## src/rtl/icon_ram_pkg.sv

```systemverilog
// Package: shared types for the icon segment RAM.
// Assumes: only the two step directions below exist.
package icon_ram_pkg;

    typedef enum logic {
        DIR_UP   = 1'b0,
        DIR_DOWN = 1'b1
    } step_dir_e;

endpackage

```

## src/rtl/icon_addr_ctr.sv

```systemverilog
// Module: write pointer with a latched step direction.
// Loads take priority over the post-write step. Wrap comes from the
// natural modulo of an ADDR_W-bit counter (the depth is a power of two).
module icon_addr_ctr
    import icon_ram_pkg::*;
#(
    parameter int ADDR_W = 5
) (
    input  logic              clk,
    input  logic              rst_n,
    input  logic              load,
    input  logic [ADDR_W-1:0] load_val,
    input  logic              dir_set,
    input  logic              dir_val,
    input  logic              step,
    output logic [ADDR_W-1:0] ptr,
    output step_dir_e         mode
);

    localparam logic [ADDR_W-1:0] ONE = ADDR_W'(1);

    // Pointer update: reset, then load, then step in the current direction.
    always_ff @(posedge clk) begin
        if (!rst_n) begin
            ptr <= '0;
        end else if (load) begin
            ptr <= load_val;
        end else if (step) begin
            ptr <= (mode == DIR_DOWN) ? (ptr - ONE) : (ptr + ONE);
        end
    end

    // Direction register: takes effect from the cycle after it is set.
    always_ff @(posedge clk) begin
        if (!rst_n) begin
            mode <= DIR_UP;
        end else if (dir_set) begin
            mode <= step_dir_e'(dir_val);
        end
    end

endmodule

```

## src/rtl/icon_store.sv

```systemverilog
// Module: register-based byte array with one write port and one
// combinational read port. It also exposes the low dot bits of the
// display entries in parallel.
// Assumes: DISP <= DEPTH and DOTS <= DATA_W.
module icon_store #(
    parameter int ADDR_W = 5,
    parameter int DATA_W = 8,
    parameter int DISP   = 20,
    parameter int DOTS   = 5
) (
    input  logic                 clk,
    input  logic                 rst_n,
    input  logic                 we,
    input  logic [ADDR_W-1:0]    waddr,
    input  logic [DATA_W-1:0]    wdata,
    input  logic [ADDR_W-1:0]    raddr,
    output logic [DATA_W-1:0]    rdata,
    output logic [DISP*DOTS-1:0] dots_flat
);

    localparam int DEPTH = 1 << ADDR_W;

    logic [DATA_W-1:0] mem [DEPTH];

    // Storage: cleared by reset, one byte written per strobe.
    always_ff @(posedge clk) begin
        if (!rst_n) begin
            for (int i = 0; i < DEPTH; i++) begin
                mem[i] <= '0;
            end
        end else if (we) begin
            mem[waddr] <= wdata;
        end
    end

    // Read port: full byte at the requested address.
    always_comb rdata = mem[raddr];

    // Parallel tap of the dot bits of every display entry.
    for (genvar n = 0; n < DISP; n++) begin : g_tap
        assign dots_flat[n*DOTS +: DOTS] = mem[n][DOTS-1:0];
    end

endmodule

```

## src/rtl/icon_seg_map.sv

```systemverilog
// Module: maps the dot bits of each entry onto the segment vector.
// The highest dot bit of an entry drives the lowest segment of its group.
// Assumes: dots_flat packs entry n in bits [n*DOTS +: DOTS].
module icon_seg_map #(
    parameter int DISP = 20,
    parameter int DOTS = 5
) (
    input  logic [DISP*DOTS-1:0] dots_flat,
    output logic [DISP*DOTS-1:0] seg
);

    for (genvar n = 0; n < DISP; n++) begin : g_ent
        for (genvar b = 0; b < DOTS; b++) begin : g_bit
            assign seg[n*DOTS + (DOTS-1-b)] = dots_flat[n*DOTS + b];
        end
    end

endmodule

```

## src/rtl/icon_seg_ram.sv

```systemverilog
// Top: icon segment RAM. It ties the stepping pointer, the byte storage
// and the segment mapper together.
// Assumes: the host issues at most one write per cycle.
module icon_seg_ram
    import icon_ram_pkg::*;
#(
    parameter int ADDR_W = 5,
    parameter int DATA_W = 8,
    parameter int DISP   = 20,
    parameter int DOTS   = 5,
    localparam int SEG_W = DISP * DOTS
) (
    input  logic              clk,
    input  logic              rst_n,
    input  logic              ptr_load,
    input  logic [ADDR_W-1:0] ptr_value,
    input  logic              dir_load,
    input  logic              dir_down,
    input  logic              wr_en,
    input  logic [DATA_W-1:0] wr_data,
    output logic [DATA_W-1:0] rd_data,
    output logic [SEG_W-1:0]  seg_o
);

    logic [ADDR_W-1:0] cur_ptr;
    step_dir_e         cur_mode;
    logic [SEG_W-1:0]  dots_flat;

    icon_addr_ctr #(.ADDR_W(ADDR_W)) u_ctr (
        .clk      (clk),
        .rst_n    (rst_n),
        .load     (ptr_load),
        .load_val (ptr_value),
        .dir_set  (dir_load),
        .dir_val  (dir_down),
        .step     (wr_en),
        .ptr      (cur_ptr),
        .mode     (cur_mode)
    );

    icon_store #(
        .ADDR_W (ADDR_W),
        .DATA_W (DATA_W),
        .DISP   (DISP),
        .DOTS   (DOTS)
    ) u_store (
        .clk       (clk),
        .rst_n     (rst_n),
        .we        (wr_en),
        .waddr     (cur_ptr),
        .wdata     (wr_data),
        .raddr     (cur_ptr),
        .rdata     (rd_data),
        .dots_flat (dots_flat)
    );

    icon_seg_map #(.DISP(DISP), .DOTS(DOTS)) u_map (
        .dots_flat (dots_flat),
        .seg       (seg_o)
    );

endmodule

```

## config.mk

```make
export PLATFORM = sky130hd
export DESIGN_NAME = icon_seg_ram
export DESIGN_NICKNAME = d
export VERILOG_FILES = /design/src/rtl/icon_ram_pkg.sv /design/src/rtl/icon_addr_ctr.sv /design/src/rtl/icon_store.sv /design/src/rtl/icon_seg_map.sv /design/src/rtl/icon_seg_ram.sv
export SDC_FILE = /design/constraint.sdc
export NUM_CORES = 1
export LEC_CHECK = 0
export ABC_AREA = 1
export ABC_CLOCK_PERIOD_IN_PS = 2300
export BUFFER_PORTS_ARGS = -buffer_cell sky130_fd_sc_hd__buf_2
export CORE_MARGIN = 2
export CORE_UTILIZATION = 45
export CTS_CLUSTER_SIZE = 10
export DETAILED_ROUTE_END_ITERATION = 7
export HOLD_SLACK_MARGIN = 0.1
export PLACE_DENSITY = 0.74
export SLEW_MARGIN = 10
export SYNTH_ARGS = -nofsm -noshare
export SYNTH_HDL_FRONTEND = slang
export SYNTH_SLANG_ARGS = --single-unit
```

## constraint.sdc

```tcl
create_clock -name clk -period 2.3 [get_ports clk]
set_input_delay 0.23 -clock clk [delete_from_list [all_inputs] [get_ports clk]]
set_output_delay 0.23 -clock clk [all_outputs]
set_load 0.03 [all_outputs]
```

After elaboration in Yosys (flattened, before gate mapping)
Memories as Yosys holds them, arrays and structs flattened. A register that Yosys moved wholly into a read port is not among the register bits. Cells that the tools add are included.

Bits of input ports: 19. Flip-flop bits (word level): 6. Output and inout bits: 108. Word-level logic and storage cells: 19. Bits in writable memories: 256. Memories: 1.

Add/subtract/negate cells: 2. Reductions and logical operators: 2. Multiplexer cells: 12.

Memory list: u_store.mem (depth 32, width 8, read ports 21, clocked after memory_dff 1, write ports 32, RTL line icon_store.sv:23) `logic [DATA_W-1:0] mem [DEPTH];`.

Operators by type and width (number): 2-to-1 mux 5 bit (6); 2-to-1 mux 8 bit (1); OR reduction 8 bit (1); adder 5 x 1 -> 5 bit, second input constant (1); 2-to-1 mux 1 bit (5); subtractor 5 x 1 -> 5 bit, second input constant (1); nonzero test 2 bit (1).

Depth between registers and ports, before layout
Gate-level depths: netlist of the first run.

Word-level depth: 6. Depth in mapped cells: 11. Depth with buffers taken out: 9.

Modules after synthesis
A second synthesis of the first run with hierarchy kept.

Cells, all modules: 1496. Area, all modules: 13701.9 sq um.

Modules (own cells, without submodules): icon_store (times used 1, cells an instance 1339, seq. area each 7687.4 sq um, area each 12548.3 sq um); icon_seg_map (times used 1, cells an instance 100, seq. area each 0.0 sq um, area each 750.7 sq um); icon_addr_ctr (times used 1, cells an instance 57, seq. area each 120.1 sq um, area each 402.9 sq um).

Worst setup path before layout of the first run
No wires, ideal clock.

Path kind: register to register. Start point: register u_ctr.ptr[0]. End point: memory u_store.mem[17][0], enable pin. Setup time: 0.329 ns. Required time: 1.971 ns. Clock period less this slack: 1.835 ns. Path slack: 0.465 ns. Arrival time: 1.506 ns. Buffers on the path: 1. Stages on the path, launching flop included: 6. Cell sequence: dfxtp_1 clkbuf_1 nand2_1 nor2_1 nand2_1 nand2_1.

RTL lines: start, declared (RTL line icon_addr_ctr.sv:16) `output logic [ADDR_W-1:0] ptr,`; start signal, assigned (RTL line icon_addr_ctr.sv:27) `ptr <= load_val;`; start signal, assigned (RTL line icon_addr_ctr.sv:29) `ptr <= (mode == DIR_DOWN) ? (ptr - ONE) : (ptr + ONE);`; end, declared (RTL line icon_store.sv:23).

==> impl_metrics.toml, run 1 <==
[placement]
dp_hpwl_mm = 22.8
gp_congestion = 0.906
postPlaceCellArea_um2 = 13500
port-buffer-count = 126

[global_route]
grt_pass1_vias = 9979
grt_max_degree = 65
overflow = 0
grt_antenna_before_repair = 0
grt_pass1_wl_mm = 56.8
track_usage = 0.243

[status]
status = "finished with violations"
violations = "setup timing"

[detailed_routing]
drc_errors = 0
dr.pass1.iters = 6
vias = 10300
ant_nets = 0
drt-initial-drc-count = 1370
wirelength_mm = 38.1
viasPerCell = 5.59
wl_per_cell_um = 20.6

[final_layout]
utilization = 0.532
design_area_um2 = 15200
fin_nets = 1477
area_growth_pct = 17.2
n_antenna_cell = 0
layout-drive-gt1-share = 0.226

[cts]
clkSlewWorstSetupHoldPaths_ns = 0.06
cts_sinks = 267
htreeDepth = 1
cts_tree = "done"
ctsLongestPathBuffers = 3
numCtsBuffers = 30
root_buffer = "clkbuf_16"
clk_latency_ns = 0.56

[synth]
syn_area_um2 = 13000
synth_cell_type_count = 23
seq_area_frac_synth = 0.610
synth_area_per_cell_um2 = 9.26
syn_nets = 1422
synth-seq-cells = 267
yosysWarnings = 0
synth_cells = 1399

[timing]
skew_ns = 0.0125
hold_ws_ns = 0.123
rsz0062_at_grt = "yes"
fmax_ghz = 0.418
finalCritPeriodShare = 1.04
finalCriticalPeriod_ns = 2.39
finalMaxSlewViolations = 0
timing.slew.headroom = 0.633
setup_viol = 8
worst_slew_pin_slew_ns = 0.551
final.setup.tns_ns = -0.592
fin_ws_ns = -0.0938
hold_violations = 0

[die]
fp.dieH_um = 174
rows = 62
num_io_pins = 127
start_util = 0.454
coreArea_um2 = 28500
fp.dieW_um = 174
die_area_um2 = 30200

[setup_path]
start_kind = "register"
required_ns = 2.07
worst_setup_path_end_kind = "output pin"
arrival_ns = 2.16
critPathKind = "reg2out"
path_max_fanout = 8

[power_and_ir_drop]
powerDensity_nw_per_um2 = 766
p_leak_nw = 6.43
peakVddDrop_uv = 566

[flow_run]
cap_violations = 0

[worst_hold_path]
hold_class = "in2reg"
critical path, stage by stage (launching register included):
cell and delay (ns):
dfxtp_4 0.43, buf_6 0.19, buf_16 0.15, nand2_1 0.08, nand3_2 0.10, nand3_2 0.08, nand2_2 0.12, nand2_1 0.08
nand2_2 0.08, nand2_2 0.07, nand2_2 0.09, buf_6 0.13
logic make-up after synthesis:
logic type,share of synthesized area
compound gates,0.00521
xor+xnor,0.000676
fa+ha+maj,0.00444
buf+inv,0.0906
flops,0.610
simple gates,0.289
sequential cells by signal (all words and copies together), names as in the netlist, named ones only:
register / cells
u_ctr.mode: 1
u_ctr.ptr: 5
u_store.mem: 256
metal layers:
layer,up-vias,wire length (um),share of wire,track usage
met3,92,3770,0.099,0.0336
met5,-,0,0,0
met2,666,18500,0.49,0.398
met4,0,1380,0.036,0.102
met1,4925,14400,0.38,0.327
li1,4640,-,-,-
final cells by class:
cell class / instances / area (um^2)
Fill cell: 2478 / 13400
Multi-Input combinational cell: 927 / 4130
Tap cell: 384 / 480
Sequential cell: 267 / 7910
Timing Repair Buffer: 206 / 1740
Inverter: 22 / 97.6
Clock buffer: 42 / 827
per-stage QoR:
| stage | power [mW] | cells | setup slack (ns) |
|---|---|---|---|
| CTS | 11.5 | 1846 | -0.0803 |
| floorplan | 6.72 | 1399 | 0.465 |
| global route | 12.0 | 1848 | -0.188 |
| finish | 11.6 | 1848 | -0.0938 |
| detailed placement | 7.16 | 1780 | 0.190 |
| global placement | 7.14 | 1780 | 0.254 |
placed cells by master, fill, tap and decap left out, drive strengths merged:
cell           n
clkinv         1
nand3        195
a22oi          2
xnor2          1
fa             1
a31oi          2
or2            2
dlygate4sd3    6
ha             3
a21oi          5
nor2         264
clkbuf        46
edfxtp       256
nand3b         1
nand2        438
dfxtp         11
inv           21
o21ai          3
nor3          10
buf          196
final timing paths:
kind / from / to / slack (ns) / depth (start not counted)
worst max-delay path: register / rd_data[0] / -0.09 / 11
worst min-delay path: wr_en / register / 0.12 / 4
worst max register to register: u_ctr.ptr[2] / u_store.mem[7][2] / 0.13 / 5
worst min register to register: u_ctr.ptr[2] / register / 0.67 / 2
cells in the mapped netlist:
cell      instances  area share
dfxtp_1          11       0.017
nand2_2          20      0.0097
o21ai_0           3      0.0012
buf_2            23      0.0089
clkbuf_1         47       0.014
nor2_1          264       0.076
buf_1            13      0.0038
a31oi_1           2     0.00097
ha_1              3      0.0029
xnor2_1           1     0.00068
nand3b_1          1     0.00058
edfxtp_1        256        0.59
nor3_1            8      0.0031
or2_2             2     0.00097
a22oi_1           2      0.0012
fa_1              1      0.0015
nand3_1         195       0.075
a21oi_1           5      0.0019
inv_1            21      0.0061
nor3_2            2      0.0015
buf_4           100       0.058
nand2_1         418        0.12
inv_2             1     0.00029
what timing repair did:
item	CTS	global route
gates resized for setup	80	35
cloned	11	4
hold buffers	6	0
hold endpoints to repair	5	0
buffers inserted	7	0
pin swaps	15	11
setup endpoints to repair	8	8
report_power, final:
part	leakage, nW	switching, mW	internal, mW	total [mW]
combinational	3.30	1.21	0.576	1.78
clock	0.401	1.78	2.44	4.21
sequential	2.72	0.116	5.52	5.63
total	6.43	3.10	8.53	11.6
(Power assumes the default switching activity.)
==> run 2, diff against run 1 <==
ABC_CLOCK_PERIOD_IN_PS = 3000   (was 2300)
CORE_ASPECT_RATIO = 1.4   (was not set)
clock period = 3 ns   (was 2.3 ns; I/O delays follow)
==> run 2 against run 1 <==
Against the previous run:
- the run now ends clean
- worst hold slack worse by 0.010 ns
- via count shrank 5.2%
- global-route usage fell by 1.5 points
- clock power shrank 22%
- wire length is 9.0% lower
- sequential cell count is the same
- critical path type unchanged
- sequential share of layout area up 3.7 points
- count of clock-buffer cells in the layout up 12
- first-iteration DRC count shrank 23%
- critical path depth decreased by 1
==> impl_metrics.toml, run 2 (synthesis results as in run 1) <==
[global_route]
overflow = 0
grt_max_degree = 129
track_usage = 0.229
grt_pass1_wl_mm = 52.6
grt_antenna_before_repair = 0
grt_pass1_vias = 9537

[placement]
port-buffer-count = 126
gp_congestion = 0.820
dp_hpwl_mm = 22.4

[final_layout]
final_common_cell = "nand2_1"
fin_nets = 1433
area_growth_pct = 9.44
top_register = "u_store.mem"
layout-drive-gt1-share = 0.153
utilization = 0.499
n_antenna_cell = 0
layout_common_cells = "418 x nand2_1, 264 x nor2_1, 256 x edfxtp_1, 195 x nand3_1, 126 x buf_2"
reg_top3 = "u_store.mem x256, u_ctr.ptr x5, u_ctr.mode x1"
largest_register_ffs = 256

[timing]
rsz0062_at_grt = "no"
hold_ws_ns = 0.113
setup_viol = 0
finalCriticalPeriod_ns = 2.84
timing.slew.headroom = 0.398
hold_violations = 0
finalMaxSlewViolations = 0
worst_slew_pin_slew_ns = 0.897
fmax_ghz = 0.352
final.setup.tns_ns = 0
skew_ns = 0.0102
finalCritPeriodShare = 0.947

[setup_path]
worst_setup_path_end_kind = "output pin"
r2r_slack_ns = 0.67
critPathKind = "reg2out"
path_max_fanout = 128
r2r-start = "u_ctr.ptr[3]"
start_kind = "register"
arrival_ns = 2.54
r2r_cells = 4
required_ns = 2.70

[cts]
root_buffer = "clkbuf_16"
cts_setup_buffers = 0
numCtsBuffers = 30
ctsLongestPathBuffers = 3
clk_latency_ns = 0.55
cts_tree = "done"
clkSlewWorstSetupHoldPaths_ns = 0.06
postCtsResizedCells = 0
cts_sinks = 267
htreeDepth = 1

[detailed_routing]
wirelength_mm = 34.6
dr.pass1.iters = 5
viasPerCell = 5.42
drt-initial-drc-count = 1051
ant_nets = 0
drc_errors = 0
vias = 9791
wl_per_cell_um = 19.2

[power_and_ir_drop]
p_leak_nw = 6.01
p_comb_frac = 0.126
power.clock.fraction = 0.379
total_power_mw = 8.71
p_sw_frac = 0.263
peakVddDrop_uv = 337
power_frac_seq = 0.495
internal_power_mw = 6.42
p_switching_mw = 2.29
powerDensity_nw_per_um2 = 614

[worst_hold_path]
worstHoldPathCells = 3
hold_class = "in2reg"
worstHoldStart = "ptr_value[1]"

[status]
status = "completed"

[die]
rows = 73
fp.dieH_um = 205
num_io_pins = 127
die_area_um2 = 30200
start_util = 0.456
coreArea_um2 = 28400
fp.dieW_um = 147

[flow_run]
cap_violations = 0
run 2: changes by cell type in the layout (fill, tap and decap cells not counted), moves of 14 or more:
| cell | delta |
|---|---|
| nand2_1 | +40 |
| nand2_2 | -40 |
| nand3_1 | +30 |
| nand3_2 | -30 |
| buf_4 | -17 |
| buf_16 | -14 |
run 2: worst paths after layout:
kind / end
hold / removal: register
setup / recovery: rd_data[7]
setup reg to reg: u_store.mem[9][0]
hold reg to reg: register
run 2: layer usage:
metal	part of all wire	track usage
met3	0.078	0.0249
met2	0.51	0.412
met1	0.35	0.259
met5	0	0
met4	0.059	0.140
run 2: repair_timing:
item,CTS,global route
endpoints found under the hold margin,3,0
setup endpoints to repair,0,0
hold buffers,3,0
run 2: area by class of cell:
| class | instances | area [um^2] |
|---|---|---|
| flip-flops and latches | 267 | 7910 |
| repair buffers | 162 | 971 |
| fillers | 2513 | 14200 |
| multi-input cells | 927 | 3870 |
| clock inverters | 1 | 5.00 |
| clock buffers | 54 | 862 |
| inverters | 22 | 83.8 |
| well taps | 375 | 469 |
run 2: worst max-delay path, stage by stage, from the launching register on:
cell and delay, ns:
dfxtp_4 0.36, buf_12 0.38, nand2_1 0.12, nand3_1 0.12, nand3_1 0.12, nand2_1 0.16, nand2_1 0.06, nand2_1 0.10
nand2_1 0.06, nand2_1 0.13, buf_2 0.22
run 2: power by group through the flow:
| stage | combinational [mW] | clock, mW | sequential, mW |
|---|---|---|---|
| 2_1_floorplan | 0.803 | 0 | 4.35 |
| 3_3_place_gp | 1.07 | 0 | 4.38 |
| 3_5_place_dp | 1.09 | 0 | 4.39 |
| 4_1_cts | 1.09 | 3.32 | 4.31 |
| 5_1_grt | 1.19 | 3.43 | 4.32 |
| 6_report | 1.10 | 3.30 | 4.31 |
run 2: metrics by stage:
| step | std cells | setup slack, ns | area, um^2 |
|---|---|---|---|
| floorplan | 1399 | 1.16 | 13000 |
| detailed placement | 1750 | 0.739 | 13300 |
| global route | 1808 | 0.0610 | 14200 |
| finish | 1808 | 0.159 | 14200 |
| global placement | 1750 | 0.793 | 13300 |
| CTS | 1808 | 0.225 | 14200 |
==> run 3, diff against run 2 <==
--- a/config.mk
+++ b/config.mk
@@ -20,2 +20,3 @@
 export SYNTH_HDL_FRONTEND = slang
+export SYNTH_HIERARCHICAL = 1
 export SYNTH_SLANG_ARGS = --single-unit
==> constraint.sdc (replaced) <==
create_clock -name clk -period 3 [get_ports clk]
set_input_delay 0.45 -clock clk [delete_from_list [all_inputs] [get_ports clk]]
set_output_delay 0.45 -clock clk [all_outputs]
set_load 0.03 [all_outputs]
==> run 3 against run 2 <==
Against the previous run:
- wire length is 1.3% higher
- sequential share of layout area is 0.79 points lower
- synthesized cell count is 6.9% higher
- first-iteration DRC count is 15% lower
- sequential cell count is 5 lower
==> impl_metrics.toml, run 3 <==
[final_layout]
utilization = 0.474
largest_register_ffs = 256
seq_area_um2 = 7820
final_common_cell = "nand2_1"
layout_common_cells = "407 x nand2_1, 258 x nor2_1, 256 x edfxtp_1, 200 x nand3_1, 126 x buf_2"
final_cells = 1811
fin_nets = 1437
reg_top3 = "u_store/mem x256, u_ctr/ptr x5, u_ctr/mode x1"
nFillCells = 2641
design_area_um2 = 14200
layout-drive-gt1-share = 0.170
multi_input_area_um2 = 3940
area_growth_pct = 3.66
n_antenna_cell = 0
top_register = "u_store/mem"

[setup_path]
path_max_fanout = 40
cpPeakStageDelay_ns = 0.42
timing.critical_path.mode_cell = "nand2_1"
cp_cell_sequence = "clkinv_2, buf_6, nand2_1, nand3_1, nand3_1, nand2_1, nand2_1, nand2_1, nand2_1, nand2_1, buf_2"
cpMaxStageDelayCell = "dfxtp_4"
critPathBufInv = 3
worst_setup_path_end_kind = "output pin"
critPathKind = "reg2out"
cp_top_family = "simple AND/OR/NAND/NOR gates"
start_kind = "register"
arrival_ns = 2.42
required_ns = 2.55

[cts]
cts_hold_buf = 0
clkSlewWorstSetupHoldPaths_ns = 0.06
clk_latency_ns = 0.56
htreeDepth = 1
ctsLongestPathBuffers = 3
root_buffer = "clkbuf_16"
cts_tree = "done"
cts_sinks = 262
numCtsBuffers = 30

[timing]
worst_slew_pin_slew_ns = 0.773
timing.slew.headroom = 0.483
finalCriticalPeriod_ns = 2.87
skew_ns = 0.00975
fmax_ghz = 0.348
setup_viol = 0
hold_ws_ns = 0.130
finalCritPeriodShare = 0.958
finalMaxSlewViolations = 0
hold_violations = 0

[synth]
synth_top_cell_by_area = "edfxtp_1"
synth_common_cells = "407 x nand2_1, 258 x nor2_1, 256 x edfxtp_1"
synth-seq-cells = 262
synth_ff_type = "edfxtp_1"
synth_edf_count = 256
syn_area_um2 = 13700
yosysWarnings = 6
seq_area_frac_synth = 0.570
synth_area_leaders = "edfxtp_1 56%, nand2_1 11%, buf_4 11%"
async_reset_ff_frac = 0
synth_most_common_cell = "nand2_1"
syn_nets = 1519
synth_cells = 1496
netlist.area_leader.share = 0.561
synth_area_per_cell_um2 = 9.16
synth_cell_type_count = 24

[power_and_ir_drop]
powerDensity_nw_per_um2 = 596
p_switching_mw = 2.19
p_comb_frac = 0.126
power_frac_seq = 0.499
internal_power_mw = 6.28
p_leak_nw = 6.07
peakVddDrop_uv = 394
p_sw_frac = 0.258
power.clock.fraction = 0.375

[global_route]
grt_pass1_wl_mm = 51.8
grt_pass1_vias = 9793
overflow = 0
grt_max_degree = 89
grt_antenna_before_repair = 0
track_usage = 0.216

[detailed_routing]
wirelength_mm = 35.1
viasPerCell = 5.41
wl_per_cell_um = 19.4
drt-initial-drc-count = 896
drc_errors = 0
ant_nets = 0
vias = 9803
dr.pass1.iters = 5

[die]
coreArea_um2 = 29900
fp.dieH_um = 210
rows = 75
fp.dieW_um = 151
start_util = 0.458
die_area_um2 = 31900
num_io_pins = 127

[placement]
dp_cells = 1761
gp_congestion = 0.922
port-buffer-count = 126
dp_hpwl_mm = 23.0
postPlaceCellArea_um2 = 13300

[worst_hold_path]
hold_class = "in2reg"

[status]
status = "completed"

[flow_run]
cap_violations = 0
run 3: cell types whose count changed after synthesis, moves of 3 or more:
cell	previous run	this run
nor2_1	264	258
o21ai_0	3	0
buf_1	13	9
nand2_2	20	32
nand2_1	418	407
clkbuf_1	47	41
dfxtp_1	11	6
nor3_4	0	4
nand3_1	195	200
buf_4	100	201
buf_2	23	29
inv_1	21	24
run 3: what timing repair did:
action                     4_1_cts  5_1_grt
setup endpoints to repair        0        8
buffers inserted                 0        5
gates resized for setup          0        7
run 3: per-stage QoR:
| stage | setup WS, ns | power (mW) | TNS [ns] |
|---|---|---|---|
| detailed placement | 0.562 | 5.32 | 0 |
| floorplan | 0.950 | 5.10 | 0 |
| CTS | 0.0115 | 8.45 | 0 |
| global route | -0.00674 | 8.71 | -0.00674 |
| finish | 0.125 | 8.47 | 0 |
| global placement | 0.597 | 5.31 | 0 |
run 3: final cells by class:
class / instances / area share
Clock inverter: 1 / 0.000617
Multi-Input combinational cell: 927 / 0.278
Tap cell: 385 / 0.0339
Inverter: 26 / 0.00714
Clock buffer: 43 / 0.0578
Sequential cell: 262 / 0.550
Timing Repair Buffer: 167 / 0.0727
run 3: cells by family after synthesis:
| family | after synthesis | synth area share |
|---|---|---|
| fa+ha+maj | 4 | 0.00420 |
| buf+inv | 307 | 0.142 |
| flops | 262 | 0.570 |
| simple gates | 913 | 0.279 |
| compound gates | 10 | 0.00438 |
run 3: tightest hold or removal path: cells and delay by family:
kind            cells  cell delay [ns]
compound gates      1             0.05
buf+inv             1             0.07
simple gates        1             0.07
run 3: worst paths after layout:
| check | from | to | slack, ns | cells past startpoint |
|---|---|---|---|---|
| max | u_ctr/ptr[0] | rd_data[1] | 0.13 | 11 |
| min | dir_down | u_ctr/mode | 0.13 | 3 |
| max reg2reg | u_ctr/ptr[0] | u_store/mem[17][4] | 0.52 | 5 |
| min reg2reg | u_ctr/ptr[1] | u_ctr/ptr[1] | 0.68 | 4 |
run 3: metal layers:
metal | share of wire | vias up | global-route usage
met5 | 0 | - | 0
met4 | 0.060 | 0 | 0.136
met3 | 0.083 | 151 | 0.0385
met2 | 0.53 | 502 | 0.390
met1 | 0.33 | 4612 | 0.229
li1 | - | 4538 | -
run 3: power groups by stage:
stage / Sequential, mW / Combinational (mW) / Clock (mW)
global placement: 4.30 / 1.01 / 0
floorplan: 4.26 / 0.835 / 0
finish: 4.22 / 1.07 / 3.18
global route: 4.23 / 1.15 / 3.33
CTS: 4.23 / 1.03 / 3.19
detailed placement: 4.30 / 1.02 / 0
